--- src/rtl/i2c_tgt_pkg.sv ---
package i2c_tgt_pkg;
  // Protocol phase of the target engine.
  typedef enum logic [2:0] {
    ST_IDLE,   // no transaction
    ST_CTRL,   // receiving the control byte
    ST_ADDR,   // receiving the register index byte
    ST_WDATA,  // receiving data bytes
    ST_RDATA,  // transmitting data bytes
    ST_WAIT    // ignoring the bus until START/STOP
  } tgt_state_t;
endpackage

--- src/rtl/i2c_tgt_sync.sv ---
module i2c_tgt_sync #(
  parameter int STAGES = 2
) (
  input  logic clk,
  input  logic rst,
  input  logic scl_in,
  input  logic sda_in,
  output logic scl_hi,
  output logic scl_rise,
  output logic scl_fall,
  output logic sda_val,
  output logic start_det,
  output logic stop_det
);
  logic [STAGES-1:0] scl_pipe, sda_pipe;
  logic              scl_d, sda_d;
  logic              scl_s, sda_s;

  // Bus idles high, so the pipes reset to ones.
  always_ff @(posedge clk) begin
    if (rst) begin
      scl_pipe <= '1;
      sda_pipe <= '1;
      scl_d    <= 1'b1;
      sda_d    <= 1'b1;
    end else begin
      scl_pipe <= {scl_pipe[STAGES-2:0], scl_in};
      sda_pipe <= {sda_pipe[STAGES-2:0], sda_in};
      scl_d    <= scl_s;
      sda_d    <= sda_s;
    end
  end

  assign scl_s     = scl_pipe[STAGES-1];
  assign sda_s     = sda_pipe[STAGES-1];
  assign scl_hi    = scl_s;
  assign sda_val   = sda_s;
  assign scl_rise  = scl_s & ~scl_d;
  assign scl_fall  = ~scl_s & scl_d;
  // SDA edges while SCL stays high are bus conditions.
  assign start_det = scl_s & scl_d & sda_d & ~sda_s;
  assign stop_det  = scl_s & scl_d & ~sda_d & sda_s;
endmodule

--- src/rtl/i2c_tgt_regfile.sv ---
module i2c_tgt_regfile #(
  parameter int NREGS    = 11,
  parameter int DW       = 8,
  parameter int AW       = 4,
  parameter int RO_ADDR  = 8,
  parameter int CFG_ADDR = 5,
  parameter int SEQ_BIT  = 5
) (
  input  logic          clk,
  input  logic          rst,
  input  logic          bus_we,
  input  logic [AW-1:0] bus_waddr,
  input  logic [DW-1:0] bus_wdata,
  input  logic [AW-1:0] bus_raddr,
  output logic [DW-1:0] bus_rdata,
  input  logic          host_we,
  input  logic [AW-1:0] host_waddr,
  input  logic [DW-1:0] host_wdata,
  input  logic [AW-1:0] host_raddr,
  output logic [DW-1:0] host_rdata,
  output logic          seq_fixed
);
  localparam logic [AW-1:0] LAST = AW'(NREGS - 1);

  logic [DW-1:0]    regs [NREGS];
  logic [NREGS-1:0] bus_hit, host_hit;

  // Per-register write decode; the capture register takes no bus writes.
  for (genvar g = 0; g < NREGS; g++) begin : g_dec
    if (g == RO_ADDR) begin : g_ro
      assign bus_hit[g] = 1'b0;
    end else begin : g_rw
      assign bus_hit[g] = bus_we && (bus_waddr == AW'(g));
    end
    assign host_hit[g] = host_we && (host_waddr == AW'(g));
  end

  // Small file kept in flops so that every entry has a reset value; the bus write wins a collision.
  always_ff @(posedge clk) begin
    if (rst) begin
      for (int i = 0; i < NREGS; i++) regs[i] <= '0;
    end else begin
      for (int i = 0; i < NREGS; i++) begin
        if (bus_hit[i])       regs[i] <= bus_wdata;
        else if (host_hit[i]) regs[i] <= host_wdata;
      end
    end
  end

  always_ff @(posedge clk) begin
    if (rst) begin
      bus_rdata  <= '0;
      host_rdata <= '0;
    end else begin
      bus_rdata  <= (bus_raddr  <= LAST) ? regs[bus_raddr]  : '0;
      host_rdata <= (host_raddr <= LAST) ? regs[host_raddr] : '0;
    end
  end

  assign seq_fixed = regs[CFG_ADDR][SEQ_BIT];

  // the capture register changes only after a host write to it
  assert_ro_host_only_R7: assert property (@(posedge clk) disable iff (rst)
    (regs[RO_ADDR] != $past(regs[RO_ADDR])) |-> $past(host_we && (host_waddr == AW'(RO_ADDR))));

  // a bus write to a writable register lands there on the next cycle
  assert_bus_write_lands_R2: assert property (@(posedge clk) disable iff (rst)
    (bus_we && (bus_waddr <= LAST) && (bus_waddr != AW'(RO_ADDR)))
      |=> (regs[$past(bus_waddr)] == $past(bus_wdata)));
endmodule

--- src/rtl/i2c_tgt_fsm.sv ---
module i2c_tgt_fsm
  import i2c_tgt_pkg::*;
#(
  parameter int          NREGS   = 11,
  parameter int          DW      = 8,
  parameter int          AW      = 4,
  parameter int          SELW    = 3,
  parameter logic [3:0]  CTRL_HI = 4'b0100
) (
  input  logic            clk,
  input  logic            rst,
  input  logic            scl_hi,
  input  logic            scl_rise,
  input  logic            scl_fall,
  input  logic            sda_val,
  input  logic            start_det,
  input  logic            stop_det,
  input  logic [SELW-1:0] addr_sel,
  input  logic            seq_fixed,
  input  logic [DW-1:0]   rd_data,
  output logic [AW-1:0]   ptr,
  output logic            wr_en,
  output logic [AW-1:0]   wr_addr,
  output logic [DW-1:0]   wr_data,
  output logic            sda_oe
);
  localparam int              CW     = $clog2(DW + 3);
  localparam logic [CW-1:0]   C_LAST = CW'(DW - 1);
  localparam logic [CW-1:0]   C_FULL = CW'(DW);
  localparam logic [CW-1:0]   C_ACK  = CW'(DW + 1);
  localparam logic [CW-1:0]   C_NEXT = CW'(DW + 2);
  localparam logic [AW-1:0]   LAST   = AW'(NREGS - 1);

  tgt_state_t     st;
  logic [CW-1:0]  bcnt;
  logic [DW-2:0]  shreg;
  logic           rw;
  logic [DW-1:0]  byte_in;
  logic [AW-1:0]  ptr_nx;

  assign byte_in = {shreg, sda_val};
  assign ptr_nx  = seq_fixed ? ptr : ((ptr >= LAST) ? '0 : ptr + 1'b1);

  always_ff @(posedge clk) begin
    if (rst) begin
      st      <= ST_IDLE;
      bcnt    <= '0;
      shreg   <= '0;
      rw      <= 1'b0;
      ptr     <= '0;
      wr_en   <= 1'b0;
      wr_addr <= '0;
      wr_data <= '0;
      sda_oe  <= 1'b0;
    end else begin
      wr_en <= 1'b0;
      if (start_det) begin
        st     <= ST_CTRL;
        bcnt   <= '0;
        sda_oe <= 1'b0;
      end else if (stop_det) begin
        st     <= ST_IDLE;
        bcnt   <= '0;
        sda_oe <= 1'b0;
      end else begin
        case (st)
          ST_CTRL, ST_ADDR, ST_WDATA: begin
            if (scl_rise && bcnt < C_FULL) begin
              shreg <= byte_in[DW-2:0];
              bcnt  <= bcnt + 1'b1;
              if (bcnt == C_LAST) begin
                if (st == ST_CTRL) begin
                  if (byte_in[DW-1:1] == {CTRL_HI, addr_sel}) rw <= byte_in[0];
                  else                                         st <= ST_WAIT;
                end else if (st == ST_ADDR) begin
                  ptr <= byte_in[AW-1:0];
                end else begin
                  wr_en   <= 1'b1;
                  wr_addr <= ptr;
                  wr_data <= byte_in;
                  ptr     <= ptr_nx;
                end
              end
            end else if (scl_fall && bcnt == C_FULL) begin
              sda_oe <= 1'b1;          // acknowledge
              bcnt   <= C_ACK;
            end else if (scl_fall && bcnt == C_ACK) begin
              sda_oe <= 1'b0;
              bcnt   <= '0;
              if (st == ST_CTRL) begin
                if (rw) begin
                  st     <= ST_RDATA;
                  shreg  <= rd_data[DW-2:0];
                  sda_oe <= ~rd_data[DW-1];
                end else begin
                  st <= ST_ADDR;
                end
              end else if (st == ST_ADDR) begin
                st <= ST_WDATA;
              end
            end
          end
          ST_RDATA: begin
            if (scl_rise && bcnt < C_FULL) begin
              bcnt <= bcnt + 1'b1;
            end else if (scl_rise && bcnt == C_ACK) begin
              if (!sda_val) begin
                ptr  <= ptr_nx;
                bcnt <= C_NEXT;
              end else begin
                st <= ST_WAIT;           // master NACK
              end
            end else if (scl_fall && bcnt != '0 && bcnt < C_FULL) begin
              shreg  <= {shreg[DW-3:0], 1'b0};
              sda_oe <= ~shreg[DW-2];
            end else if (scl_fall && bcnt == C_FULL) begin
              sda_oe <= 1'b0;            // let the master answer
              bcnt   <= C_ACK;
            end else if (scl_fall && bcnt == C_NEXT) begin
              shreg  <= rd_data[DW-2:0];
              sda_oe <= ~rd_data[DW-1];
              bcnt   <= '0;
            end
          end
          default: ;
        endcase
      end
    end
  end

  // the SDA enable moves only after SCL was seen low
  assert_oe_on_scl_low_R3: assert property (@(posedge clk) disable iff (rst)
    (sda_oe != $past(sda_oe)) |-> !$past(scl_hi));

  // SDA stays released while idle or ignoring the bus
  assert_quiet_ignore_R1: assert property (@(posedge clk) disable iff (rst)
    ((st == ST_IDLE) || (st == ST_WAIT)) |-> !sda_oe);

  // register writes come only from a data byte completed on an SCL rise
  assert_write_from_data_R2: assert property (@(posedge clk) disable iff (rst)
    wr_en |-> ($past(st) == ST_WDATA) && $past(scl_rise));
endmodule

--- src/rtl/i2c_reg_target.sv ---
module i2c_reg_target #(
  parameter int         NREGS       = 11,
  parameter int         DW          = 8,
  parameter int         AW          = 4,
  parameter int         RO_ADDR     = 8,
  parameter int         CFG_ADDR    = 5,
  parameter int         SEQ_BIT     = 5,
  parameter int         SYNC_STAGES = 2,
  parameter logic [3:0] CTRL_HI     = 4'b0100
) (
  input  logic          clk,
  input  logic          rst,
  input  logic          scl_in,
  input  logic          sda_in,
  output logic          sda_oe,
  input  logic [2:0]    addr_sel,
  input  logic          host_we,
  input  logic [AW-1:0] host_waddr,
  input  logic [DW-1:0] host_wdata,
  input  logic [AW-1:0] host_raddr,
  output logic [DW-1:0] host_rdata
);
  localparam int SELW = 7 - $bits(CTRL_HI);

  logic          scl_hi, scl_rise, scl_fall, sda_val, start_det, stop_det;
  logic          seq_fixed, wr_en;
  logic [AW-1:0] ptr, wr_addr;
  logic [DW-1:0] wr_data, rd_data;

  i2c_tgt_sync #(.STAGES(SYNC_STAGES)) u_sync (
    .clk(clk), .rst(rst), .scl_in(scl_in), .sda_in(sda_in),
    .scl_hi(scl_hi), .scl_rise(scl_rise), .scl_fall(scl_fall),
    .sda_val(sda_val), .start_det(start_det), .stop_det(stop_det)
  );

  i2c_tgt_fsm #(
    .NREGS(NREGS), .DW(DW), .AW(AW), .SELW(SELW), .CTRL_HI(CTRL_HI)
  ) u_fsm (
    .clk(clk), .rst(rst), .scl_hi(scl_hi), .scl_rise(scl_rise),
    .scl_fall(scl_fall), .sda_val(sda_val), .start_det(start_det),
    .stop_det(stop_det), .addr_sel(addr_sel[SELW-1:0]), .seq_fixed(seq_fixed),
    .rd_data(rd_data), .ptr(ptr), .wr_en(wr_en), .wr_addr(wr_addr),
    .wr_data(wr_data), .sda_oe(sda_oe)
  );

  i2c_tgt_regfile #(
    .NREGS(NREGS), .DW(DW), .AW(AW), .RO_ADDR(RO_ADDR),
    .CFG_ADDR(CFG_ADDR), .SEQ_BIT(SEQ_BIT)
  ) u_regs (
    .clk(clk), .rst(rst), .bus_we(wr_en), .bus_waddr(wr_addr),
    .bus_wdata(wr_data), .bus_raddr(ptr), .bus_rdata(rd_data),
    .host_we(host_we), .host_waddr(host_waddr), .host_wdata(host_wdata),
    .host_raddr(host_raddr), .host_rdata(host_rdata), .seq_fixed(seq_fixed)
  );
endmodule

--- config.mk ---
export PLATFORM = sky130hd
export DESIGN_NAME = i2c_reg_target
export DESIGN_NICKNAME = d
export VERILOG_FILES = /design/src/rtl/i2c_tgt_pkg.sv /design/src/rtl/i2c_tgt_sync.sv /design/src/rtl/i2c_tgt_regfile.sv /design/src/rtl/i2c_tgt_fsm.sv /design/src/rtl/i2c_reg_target.sv
export SDC_FILE = /design/constraint.sdc
export NUM_CORES = 1
export LEC_CHECK = 0
export ABC_AREA = 1
export BUFFER_PORTS_ARGS = -buffer_cell sky130_fd_sc_hd__buf_2
export CAP_MARGIN = 5
export CORE_MARGIN = 1
export CORE_UTILIZATION = 43
export CTS_CLUSTER_SIZE = 12
export DETAILED_ROUTE_END_ITERATION = 6
export SLEW_MARGIN = 10
export SYNTH_ARGS = -nofsm -noshare
export SYNTH_HDL_FRONTEND = slang
export SYNTH_SLANG_ARGS = --single-unit
--- constraint.sdc ---
create_clock -name clk -period 2.1 [get_ports clk]
set_clock_uncertainty 0.1 [all_clocks]
set_input_delay 0.21 -clock clk [delete_from_list [all_inputs] [get_ports clk]]
set_output_delay 0.21 -clock clk [all_outputs]
set_load 0.05 [all_outputs]
# Yosys cells after proc, flatten, opt, wreduce, memory -nomap -nowiden
# Memories as Yosys holds them, arrays and structs flattened. A register that Yosys moved wholly into a read port is not among the register bits.
# Cells that the tools add are included.
[word_totals] n_memories=1 ram_bits=88 register_bits=39 out_inout_bits=9 in_bits=24 latch_bits=0 romBits=0
[classes] n_reduce_logical=46 div_mod_pow=0 addsub=2 mux=154 shifts=0 n_bitwise=43 multipliers=0 n_eq_ne=62 magnitude_cmp=4
[mem_list] memory="u_regs.regs" words=11 word_bits=8 read_ports=3 rd_clocked_by_memory_dff=2 wr=11 line_no="i2c_tgt_regfile.sv:25" source="logic [DW-1:0] regs [NREGS];"
[op_table] cell="$mux 8" count=21
[op_table] cell="$mux 1" count=88
[op_table] cell="$mux 4" count=18
[op_table] cell="$mux 7" count=10
[op_table] cell="$eq 4x3->1 const B" count=9
[op_table] cell="$mux 3" count=12
[op_table] cell="$eq 4x4->1 const B" count=8
[op_table] cell="$logic_and 1x1->1" count=28
[op_table] cell="$or 1x1->1" count=21
[op_table] cell="$reduce_and 10->1" count=2
[op_table] cell="$ne 3x1->1 const B" count=6
[op_table] cell="$eq 4x2->1 const B" count=4
[op_table] cell="$pmux 4 s2" count=2
[op_table] cell="$not 1->1" count=15
[op_table] cell="$pmux 7 s2" count=1
[op_table] cell="$reduce_and 7->1" count=2
[op_table] cell="$ne 2x2->1 const B" count=6
[op_table] cell="$reduce_and 11->1" count=1
[op_table] cell="$ne 5x3->1 const B" count=2
[op_table] cell="$ne 5x4->1 const B" count=2
[op_table] cell="$ne 5x5->1 const B" count=2
[op_table] cell="$ne 3x3->1 const B" count=3
[op_table] cell="$reduce_and 9->1" count=1
[op_table] cell="$add 4x1->4 const B" count=2
[op_table] cell="26 further kinds" count=45

# Logic depth before layout (Yosys ltp)
# Gate-level depths: netlist (run 1).
[logic_depth] word_depth=9 ltp_mapped=11 mapped_depth_nobuf=11

# Cells and area by module
# Synthesis (run 1) repeated with hierarchy kept, for this count alone.
[unflattened] hier_cells=1207 area_unflattened_um2=8575.7
[by_module_without_submodules] module="i2c_tgt_regfile" cells_each=819 seq_area_each_um2=2962.8 area_each_um2=6206.0 n_inst=1
[by_module_without_submodules] module="i2c_tgt_fsm" cells_each=364 seq_area_each_um2=660.6 area_each_um2=2172.1 n_inst=1
[by_module_without_submodules] module="i2c_tgt_sync" cells_each=24 seq_area_each_um2=120.1 area_each_um2=197.7 n_inst=1

# Worst setup path before layout (run 1)
# OpenSTA, ideal clock, no wires.
[synth_path] path_kind="register to register" start="register u_fsm.wr_addr[3]" end="memory u_regs.regs[1][0], enable pin" setup_slack_ps=253 t_required_ps=1658 path_stages_with_launch=5 t_arrival_ps=1405 setup_ps=342 period_less_slack_ps=1847 cell_sequence="dfxtp_1 > nor3_1 > inv_1 > o21ai_1 > nand3_1"
[synth_lines] element="start: declaration" line_no="i2c_tgt_fsm.sv:23" source="output logic [AW-1:0] wr_addr,"
[synth_lines] element="start signal: assignment" line_no="i2c_tgt_fsm.sv:79" source="wr_addr <= ptr;"
[synth_lines] element="end: declaration" line_no="i2c_tgt_regfile.sv:25"

# Worst setup path after layout (run 1)
[layout_path] start="register u_fsm.ptr[1]" end="register u_regs.bus_rdata[7], read port of u_regs.regs"
[layout_via] elab_chain_len=3
[layout_lines] element="start: declaration" line_no="i2c_tgt_fsm.sv:21" source="output logic [AW-1:0] ptr,"
[layout_lines] element="start signal: assignment" line_no="i2c_tgt_fsm.sv:76" source="ptr <= byte_in[AW-1:0];"
[layout_lines] element="start signal: assignment" line_no="i2c_tgt_fsm.sv:81" source="ptr <= ptr_nx;"
[layout_lines] element="start signal: assignment" line_no="i2c_tgt_fsm.sv:108" source="ptr <= ptr_nx;"
[layout_lines] element="$le 4x4->1" line_no="i2c_tgt_regfile.sv:55" source="bus_rdata <= (bus_raddr <= LAST) ? regs[bus_raddr] : '0;"
[layout_lines] element="$not 1->1 (no source line)"
[layout_lines] element="$reduce_or 2->1 (no source line)"
[layout_lines] element="end: declaration" line_no="i2c_tgt_regfile.sv:15" source="output logic [DW-1:0] bus_rdata,"
# Parallel ways exist; a longest one is shown, timed or not.
# A chain may end at the register's enable or synchronous reset.

==> summary.log, run 1 <==
[worst_setup_path] biggest cell delay along the critical path 0.42 ns
[sta] Hold WS 0.1410 ns
[logic_synthesis] area of the mapped netlist 7940 um2
[power] Seq pwr share 34.5%
[detailed_routing] count of unresolved DRC violations after routing 0
[floorplanning] number of rows in the core area 49
[detailed_routing] number of DRC markers after the initial detailed-route iteration 875
[power] Net Switching 3.999 mW
[sta] part of the cycle the worst path needs 94.65%
[detailed_routing] wire length reported by the detailed router 27.00 mm
[worst_setup_path] r2r setup slk 0.11 ns
[global_routing] via count of the first global-routing pass 7,084
[worst_setup_path] reg-to-reg critical path endpoint u_regs.bus_rdata[7]
[worst_setup_path] cell breakdown of the critical path inv_1 > o21ai_0 > o22ai_1 > a21oi_1 > a21oi_1
[floorplanning] die height 137.9 um
[worst_hold_path] Worst Hold Path Cells 4
[place] worst setup timing slack at the placement stage 0.08300 ns
[finish] layout cell share with drive strength beyond 1 12.87%
[detailed_routing] DR vias 7,818
[sta] Setup-failing EPs final 0
[sta] least setup slack across all paths after layout 0.1124 ns
[global_routing] global-route wire length before repair 40.27 mm
[detailed_routing] Routed wire per std cell 20.50 um
[global_routing] number of antenna violations at the first check in global routing 0
[power] net switching fraction of the power 38.68%
[worst_setup_path] type of origin of the critical path flip-flop
[logic_synthesis] Synth top area share 33.28%
[power] Pwr Density 1123 nW/um2
[floorplanning] initial core utilization 44.05%
[place] weighted congestion at the end of routability-driven global placement 0.9305
[cts] cell chosen for the clock root sky130_fd_sc_hd__clkbuf_16
[worst_setup_path] buffering stage count on the worst path with inverters included 1
[detailed_routing] via density per instance 5.936
[sta] min Tclk post-route 1.988 ns
[worst_hold_path] path category of the worst min-delay check in -> reg
[sta] Final Hold Vio Count 0
[worst_setup_path] Crit Reg-Reg Startpoint u_fsm.ptr[1]
[global_routing] global-route usage over all layers 29.44%
[power] maximum vdd ir drop 0.0007740 V
[logic_synthesis] cell types with the largest area share after synthesis sky130_fd_sc_hd__edfxtp_1 (33%), sky130_fd_sc_hd__dfxtp_1 (14%), sky130_fd_sc_hd__nand2_1 (10%)
[worst_setup_path] library cell appearing most often on the critical path sky130_fd_sc_hd__a21oi_1
[floorplanning] count of pins on the block boundary 33
[worst_setup_path] maximum net fanout on the critical path 13
[detailed_routing] drt pass-1 iters 6
[logic_synthesis] post-synthesis net count 1,059
[place] post-DP HPWL 19.33 mm
[cts] clock tree from TritonCTS yes
[global_routing] maximum number of pins on one net before global-route repair 44
[logic_synthesis] count of distinct cell types in the synthesized netlist 35
[logic_synthesis] gate count after technology mapping 1,029
[sta] max frequency 503.1 MHz
[worst_setup_path] cells on worst reg2reg path 5
[power] Logic pwr share 36.0%
[power] Lkg Pwr 3.709 nW
[job] total of max-cap violations 0
[cts] cts bufs inserted 17
[sta] setup repair after global routing missed its margin no
[worst_setup_path] CP endpoint kind flip-flop
[cts] CTS max path bufs 2
[place] buffers added on ports 32
[sta] count of final max-slew check failures 0
[floorplanning] Die ar. 19,010 um2
[finish] post-synthesis to final-layout area growth 15.95%
[worst_hold_path] source of the worst hold timing path host_raddr[3]
[power] Clk network pwr share 29.5%
[cts] H-tree Lvls 4
[logic_synthesis] Synth Area per Inst 7.716 um2
[worst_setup_path] Stages on worst setup path 5
[logic_synthesis] sequential area share after synthesis 47.15%
[cts] total clock sinks 143
[worst_setup_path] Top delay family on crit path compound AO/OA/AOI/OAI gates
[place] placed cell areas 8563 um2
[worst_hold_path] Hold Crit Endpoint u_regs.host_rdata[0]
[run_status] status finished, final reports clean
[floorplanning] width of the die 137.9 um
[logic_synthesis] largest area contributor in the synthesized netlist sky130_fd_sc_hd__edfxtp_1
[finish] Inserted Diodes 0
[worst_setup_path] arrival time reported for the critical path endpoint 2.18 ns
[logic_synthesis] total number of yosys warnings 0
[global_routing] total overflow reported by the global router 0
[sta] remaining max-slew budget at the tightest pin 54.21%
[cts] post-CTS setup-driven buffer insertion count 0
[sta] final setup TNS 0 ns
[floorplanning] Core Footprint 18,020 um2
[worst_setup_path] kind of critical path reg -> reg
[logic_synthesis] number of storage elements in the synthesis netlist 143
[worst_setup_path] data required time at the worst endpoint 2.30 ns
[cts] clock edge transition at the registers on the reported setup and hold paths 0.06 ns
[finish] cell area after layout 9206 um2
[sta] Worst Max-Slew Pin Slew 0.6860 ns
[finish] Final Net Count 1,105
[worst_setup_path] slowest cell on the critical path sky130_fd_sc_hd__inv_1
[power] Internal 6.339 mW
[cts] Clk Latency, worst-skew pair 0.44 ns
[detailed_routing] remaining antenna violation count 0
-- state kept, by name, summed over array words and instances (netlist names) --
register,cells
u_fsm.sda_oe,1
u_sync.sda_pipe,2
u_fsm.ptr,4
u_fsm.wr_data,8
u_fsm.wr_en,1
u_sync.scl_pipe,2
u_fsm.shreg,7
u_regs.host_rdata,8
u_regs.regs,88
u_sync.sda_d,1
u_fsm.bcnt,4
u_sync.scl_d,1
u_fsm.wr_addr,4
u_fsm.rw,1
u_regs.bus_rdata,8
u_fsm.st,3
-- cell usage after synthesis --
library cell	instances
sky130_fd_sc_hd__nand2_1	214
sky130_fd_sc_hd__nor2_1	117
sky130_fd_sc_hd__o22ai_1	89
sky130_fd_sc_hd__edfxtp_1	88
sky130_fd_sc_hd__inv_1	86
sky130_fd_sc_hd__a21oi_1	77
sky130_fd_sc_hd__o21ai_0	68
sky130_fd_sc_hd__nand3_1	61
sky130_fd_sc_hd__dfxtp_1	55
sky130_fd_sc_hd__clkbuf_1	41
sky130_fd_sc_hd__nand3b_1	16
sky130_fd_sc_hd__o2111ai_1	15
sky130_fd_sc_hd__o21ai_1	15
sky130_fd_sc_hd__clkinv_1	12
sky130_fd_sc_hd__nor3_1	10
sky130_fd_sc_hd__a31oi_1	9
sky130_fd_sc_hd__buf_2	7
sky130_fd_sc_hd__nor2_2	7
sky130_fd_sc_hd__ha_1	6
sky130_fd_sc_hd__or2_2	6
sky130_fd_sc_hd__inv_2	5
sky130_fd_sc_hd__nand4_1	4
sky130_fd_sc_hd__buf_1	3
sky130_fd_sc_hd__nand3_2	3
sky130_fd_sc_hd__nand2_2	2
sky130_fd_sc_hd__nor2_4	2
sky130_fd_sc_hd__nor4_1	2
sky130_fd_sc_hd__o211ai_1	2
sky130_fd_sc_hd__a21boi_1	1
sky130_fd_sc_hd__buf_4	1
sky130_fd_sc_hd__buf_6	1
sky130_fd_sc_hd__nand4_2	1
sky130_fd_sc_hd__nor3_4	1
sky130_fd_sc_hd__o311ai_0	1
sky130_fd_sc_hd__xor2_1	1
-- through the flow --
stage	total power [mW]	std cells	utilization [%]
after floorplan	6.078	1029	-
after CTS	10.26	1317	50.87
after detailed placement	7.244	1283	47.51
after global placement	7.229	1283	47.51
final	10.34	1317	51.08
after global routing	10.89	1317	51.08
-- cells by family (layout without fill, tap and decap cells) --
family / after synthesis / after routing / share of synthesized area (%)
AO/OA/AOI/OAI: 277 / 277 / 19.86
adder cells (fa/ha/maj): 6 / 6 / 0.9455
buffers and inverters: 156 / 215 / 7.627
flip-flops: 143 / 143 / 47.15
AND/OR/NAND/NOR: 446 / 446 / 24.31
XOR/XNOR: 1 / 1 / 0.1103
-- timing repair --
action                     CTS  global route
resized for setup            0             8
setup endpoints to repair    0            59
hold endpoints to repair     2             0
hold buffers                 2             0
-- power groups by stage --
stage	combinational, mW	sequential, mW	clock [mW]
after floorplan	2.50	3.58	0
after global placement	3.62	3.61	0
after detailed placement	3.63	3.62	0
after CTS	3.65	3.56	3.04
after global routing	4.14	3.61	3.14
final	3.72	3.56	3.05
-- worst reg2reg max path, cell delays in order (launching register included) --
cell	delay, ns
sky130_fd_sc_hd__dfxtp_1	0.39
sky130_fd_sc_hd__inv_1	0.42
sky130_fd_sc_hd__o21ai_0	0.18
sky130_fd_sc_hd__o22ai_1	0.25
sky130_fd_sc_hd__a21oi_1	0.15
sky130_fd_sc_hd__a21oi_1	0.36
-- area by class of cell --
class | instances | area (um2)
Clock buffer | 23 | 479.2
Clock inverter | 9 | 107.6
Fill cell | 1771 | 8818
Inverter | 103 | 386.6
Multi-Input combinational cell | 730 | 3627
Sequential cell | 143 | 3744
Tap cell | 229 | 286.5
Timing Repair Buffer | 80 | 575.6
-- layer usage --
layer	vias up	global-route usage (%)	share of wire, %
li1	3670	-	-
met1	3651	38.64	42
met2	415	45.83	45
met3	82	5.921	8.4
met4	0	15.16	4.3
met5	-	0	0
-- worst max-delay path by stage --
| stage | from | to | slack [ns] |
|---|---|---|---|
| after floorplan | u_fsm.wr_addr[3] | u_regs.regs[1][0] | 0.25 |
| after global placement | u_fsm.wr_addr[3] | u_regs.regs[10][1] | 0.06 |
| after detailed placement | u_fsm.wr_addr[3] | u_regs.regs[3][6] | 0.08 |
| after CTS | u_fsm.wr_addr[3] | u_regs.regs[3][4] | 0.07 |
| after global routing | u_fsm.bcnt[0] | u_fsm.wr_data[1] | 0.02 |
| final | u_fsm.ptr[1] | u_regs.bus_rdata[7] | 0.11 |
-- cells in the final DEF (no fill, tap or decap), types with 16 or more instances in the layout --
| master | n |
|---|---|
| sky130_fd_sc_hd__clkbuf_16 | 18 |
| sky130_fd_sc_hd__o22ai_1 | 89 |
| sky130_fd_sc_hd__o21ai_0 | 68 |
| sky130_fd_sc_hd__nand3_1 | 58 |
| sky130_fd_sc_hd__edfxtp_1 | 88 |
| sky130_fd_sc_hd__dfxtp_1 | 55 |
| sky130_fd_sc_hd__nand3b_1 | 16 |
| sky130_fd_sc_hd__nor2_1 | 116 |
| sky130_fd_sc_hd__nand2_1 | 214 |
| sky130_fd_sc_hd__a21oi_1 | 77 |
| sky130_fd_sc_hd__buf_2 | 32 |
| sky130_fd_sc_hd__inv_1 | 86 |
| sky130_fd_sc_hd__buf_4 | 42 |
Note: power is estimated with default switching activity, not from simulation.
==> run 2: changes to the inputs <==
- CORE_ASPECT_RATIO: default -> 0.8
==> run 2 against run 1 <==
Compared with the run above: design area shrank 0.65%; global-route usage shrank 0.33 points; sequential share of layout area grew 0.27 points.
==> summary.log, run 2 (same netlist as run 1, synthesis figures left out) <==
[detailed_routing] drt pass-1 iters 6 [unchanged]
[floorplanning] initial core utilization 43.84% [was 44.05%]
[worst_setup_path] CP endpoint kind flip-flop [unchanged]
[floorplanning] die height 123.5 um [was 137.9 um]
[cts] cts bufs inserted 17 [unchanged]
[global_routing] layer carrying the most global-route usage met1 [was met2]
[finish] layout cell share with drive strength beyond 1 12.01% [was 12.87%]
[worst_setup_path] buffering stage count on the worst path with inverters included 1 [unchanged]
[finish] post-synthesis to final-layout area growth 15.19% [was 15.95%]
[cts] clock edge transition at the registers on the reported setup and hold paths 0.06 ns [about the same]
[global_routing] total overflow reported by the global router 0 [unchanged]
[global_routing] met3 usage in global routing 8.202% [was 5.921%]
[power] Seq pwr share 34.3% [was 34.5%]
[worst_setup_path] r2r setup slk 0.16 ns [was 0.11 ns]
[job] total of max-cap violations 0 [unchanged]
[power] Lkg Pwr 3.663 nW [was 3.709 nW]
[cts] clock tree from TritonCTS yes [unchanged]
[detailed_routing] number of DRC markers after the initial detailed-route iteration 1,118 [was 875]
[sta] Worst Max-Slew Pin Slew 0.6460 ns [was 0.6860 ns]
[finish] cell area after layout 9146 um2 [was 9206 um2]
[cts] post-CTS setup-driven buffer insertion count 0 [unchanged]
[finish] Final Net Count 1,099 [was 1,105]
[power] Pwr Density 1140 nW/um2 [was 1123 nW/um2]
[power] Clk network pwr share 29.1% [was 29.5%]
[detailed_routing] DR vias 7,809 [was 7,818]
[worst_hold_path] Hold Crit Endpoint u_fsm.ptr[2] [was u_regs.host_rdata[0]]
[floorplanning] number of rows in the core area 44 [was 49]
[detailed_routing] via density per instance 5.952 [was 5.936]
[finish] number of fillers in the final layout 1,689 [was 1,771]
[floorplanning] width of the die 153.9 um [was 137.9 um]
[power] Logic pwr share 36.6% [was 36.0%]
[floorplanning] count of pins on the block boundary 33 [unchanged]
[detailed_routing] wire length reported by the detailed router 26.99 mm [was 27.00 mm]
[cts] Clk Latency, worst-skew pair 0.43 ns [was 0.44 ns]
[sta] max frequency 514.8 MHz [was 503.1 MHz]
[finish] Inserted Diodes 0 [unchanged]
[sta] Setup-failing EPs final 0 [unchanged]
[detailed_routing] count of unresolved DRC violations after routing 0 [unchanged]
[finish] end-of-flow core utilization 50.50% [was 51.08%]
[sta] remaining max-slew budget at the tightest pin 56.89% [was 54.21%]
[sta] count of final max-slew check failures 0 [unchanged]
[worst_hold_path] source of the worst hold timing path rst [was host_raddr[3]]
[detailed_routing] remaining antenna violation count 0 [unchanged]
[place] post-DP HPWL 18.95 mm [was 19.33 mm]
[floorplanning] Core Footprint 18,110 um2 [was 18,020 um2]
[power] net switching fraction of the power 39.23% [was 38.68%]
[worst_setup_path] Crit Reg-Reg Startpoint u_fsm.bcnt[0] [was u_fsm.ptr[1]]
[place] weighted congestion at the end of routability-driven global placement 0.9387 [was 0.9305]
[detailed_routing] Routed wire per std cell 20.57 um [was 20.50 um]
[global_routing] via count of the first global-routing pass 6,867 [was 7,084]
[global_routing] global-route wire length before repair 40.65 mm [was 40.27 mm]
[sta] final setup TNS 0 ns [unchanged]
[worst_setup_path] reg-to-reg critical path endpoint u_fsm.shreg[5] [was u_regs.bus_rdata[7]]
[global_routing] maximum number of pins on one net before global-route repair 44 [unchanged]
[power] Net Switching 4.091 mW [was 3.999 mW]
[worst_setup_path] biggest cell delay along the critical path 0.41 ns [was 0.42 ns]
[worst_setup_path] library cell appearing most often on the critical path sky130_fd_sc_hd__nand2_1 [was sky130_fd_sc_hd__a21oi_1]
[finish] most frequent cells in the layout sky130_fd_sc_hd__nand2_1 (214), sky130_fd_sc_hd__nor2_1 (117), sky130_fd_sc_hd__o22ai_1 (89) [was sky130_fd_sc_hd__nand2_1 (214), sky130_fd_sc_hd__nor2_1 (116), sky130_fd_sc_hd__o22ai_1 (89)]
[sta] min Tclk post-route 1.942 ns [was 1.988 ns]
[run_status] status finished, final reports clean [unchanged]
[place] placed cell areas 8519 um2 [was 8563 um2]
[global_routing] global-route usage over all layers 29.10% [was 29.44%]
[sta] Final Hold Vio Count 0 [unchanged]
[global_routing] met1 global-route usage 42.04% [was 38.64%]
[power] maximum vdd ir drop 0.0006189 V [was 0.0007740 V]
[finish] most common cell after layout, fill and taps aside sky130_fd_sc_hd__nand2_1 [unchanged]
[worst_hold_path] path category of the worst min-delay check in -> reg [unchanged]
[worst_setup_path] cells on worst reg2reg path 10 [was 5]
[cts] cell chosen for the clock root sky130_fd_sc_hd__clkbuf_16 [unchanged]
[worst_setup_path] data required time at the worst endpoint 2.33 ns [was 2.30 ns]
[worst_setup_path] maximum net fanout on the critical path 8 [was 13]
[worst_setup_path] type of origin of the critical path flip-flop [unchanged]
[place] buffers added on ports 32 [unchanged]
[floorplanning] Die ar. 19,020 um2 [was 19,010 um2]
[sta] part of the cycle the worst path needs 92.50% [was 94.65%]
[finish] max reg flops 88 [unchanged]
[worst_setup_path] kind of critical path reg -> reg [unchanged]
[cts] H-tree Lvls 4 [unchanged]
[global_routing] met2 usage in global routing 41.28% [was 45.83%]
[worst_setup_path] slowest cell on the critical path sky130_fd_sc_hd__dfxtp_1 [was sky130_fd_sc_hd__inv_1]
[finish] largest reg by FF count u_regs.regs [unchanged]
[power] Internal 6.337 mW [was 6.339 mW]
[cts] total clock sinks 143 [unchanged]
[global_routing] number of antenna violations at the first check in global routing 0 [unchanged]
[worst_setup_path] cell breakdown of the critical path inv_1 > ha_1 > nand2_1 > nand3_2 > nand2_4 > a21oi_1 > nor2_2 > nand3_1 > nand2_1 > nor2_1 [was inv_1 > o21ai_0 > o22ai_1 > a21oi_1 > a21oi_1]
[worst_setup_path] arrival time reported for the critical path endpoint 2.17 ns [was 2.18 ns]
[worst_hold_path] Worst Hold Path Cells 3 [was 4]
[cts] CTS max path bufs 2 [unchanged]
[worst_setup_path] Top delay family on crit path simple AND/OR/NAND/NOR gates [was compound AO/OA/AOI/OAI gates]
==> run 2: what timing repair did <==
item / in CTS / in global routing
setup endpoints to repair: 0 / 23
resized for setup: 0 / 5
endpoints found under the hold margin: 2 / 0
hold buffers: 2 / 0
==> run 2: final cells by class <==
cell class	instances	area, um2	share of cell area [%]
clock buffers	21	470.5	5.144
repair buffers	74	530.5	5.800
well taps	230	287.8	3.146
multi-input cells	730	3615	39.52
flip-flops and latches	143	3744	40.93
inverters	103	386.6	4.227
clock inverters	11	112.6	1.231
==> run 2: how the worst max path moves through the flow <==
stage / slack (ns) / startpoint / cells after the start / endpoint
after global routing: -0.004 / u_fsm.bcnt[0] / 10 / u_fsm.bcnt[2]
final: 0.16 / u_fsm.bcnt[0] / 10 / u_fsm.shreg[5]
after CTS: 0.11 / u_fsm.bcnt[0] / 10 / u_fsm.shreg[6]
after global placement: 0.20 / u_fsm.bcnt[0] / 10 / u_fsm.shreg[2]
after floorplan: 0.25 / u_fsm.wr_addr[3] / 4 / u_regs.regs[1][0]
after detailed placement: 0.12 / u_fsm.bcnt[0] / 10 / u_fsm.shreg[6]
==> run 2: per-layer routing <==
metal | part of all wire [%] | wire length, um
met3 | 13 | 3376
met4 | 1.7 | 464
met2 | 42 | 11230
met1 | 44 | 11910
met5 | 0 | 0
==> run 2: stage by stage <==
stage	hold slack, ns	std cells	setup slack, ns	total power, mW
global route	0.1338	1312	-0.004429	11.02
finish	0.1310	1312	0.1576	10.43
detailed placement	0.2932	1278	0.1240	7.300
CTS	0.1242	1312	0.1085	10.32
floorplan	0.2138	1029	0.2526	6.078
global placement	0.2928	1278	0.1992	7.295
==> run 2: power groups by stage <==
stage	combinational [mW]	sequential, mW	clock [mW]
global route	4.23	3.62	3.18
CTS	3.70	3.57	3.05
floorplan	2.50	3.58	0
detailed placement	3.67	3.63	0
global placement	3.67	3.63	0
finish	3.82	3.58	3.03
==> run 2: worst reg2reg max path: stages, from the launching register on <==
cell and delay (ns):
sky130_fd_sc_hd__dfxtp_1 0.41, sky130_fd_sc_hd__inv_1 0.11, sky130_fd_sc_hd__ha_1 0.24, sky130_fd_sc_hd__nand2_1 0.09, sky130_fd_sc_hd__nand3_2 0.16, sky130_fd_sc_hd__nand2_4 0.15, sky130_fd_sc_hd__a21oi_1 0.06, sky130_fd_sc_hd__nor2_2 0.28
sky130_fd_sc_hd__nand3_1 0.13, sky130_fd_sc_hd__nand2_1 0.07, sky130_fd_sc_hd__nor2_1 0.04
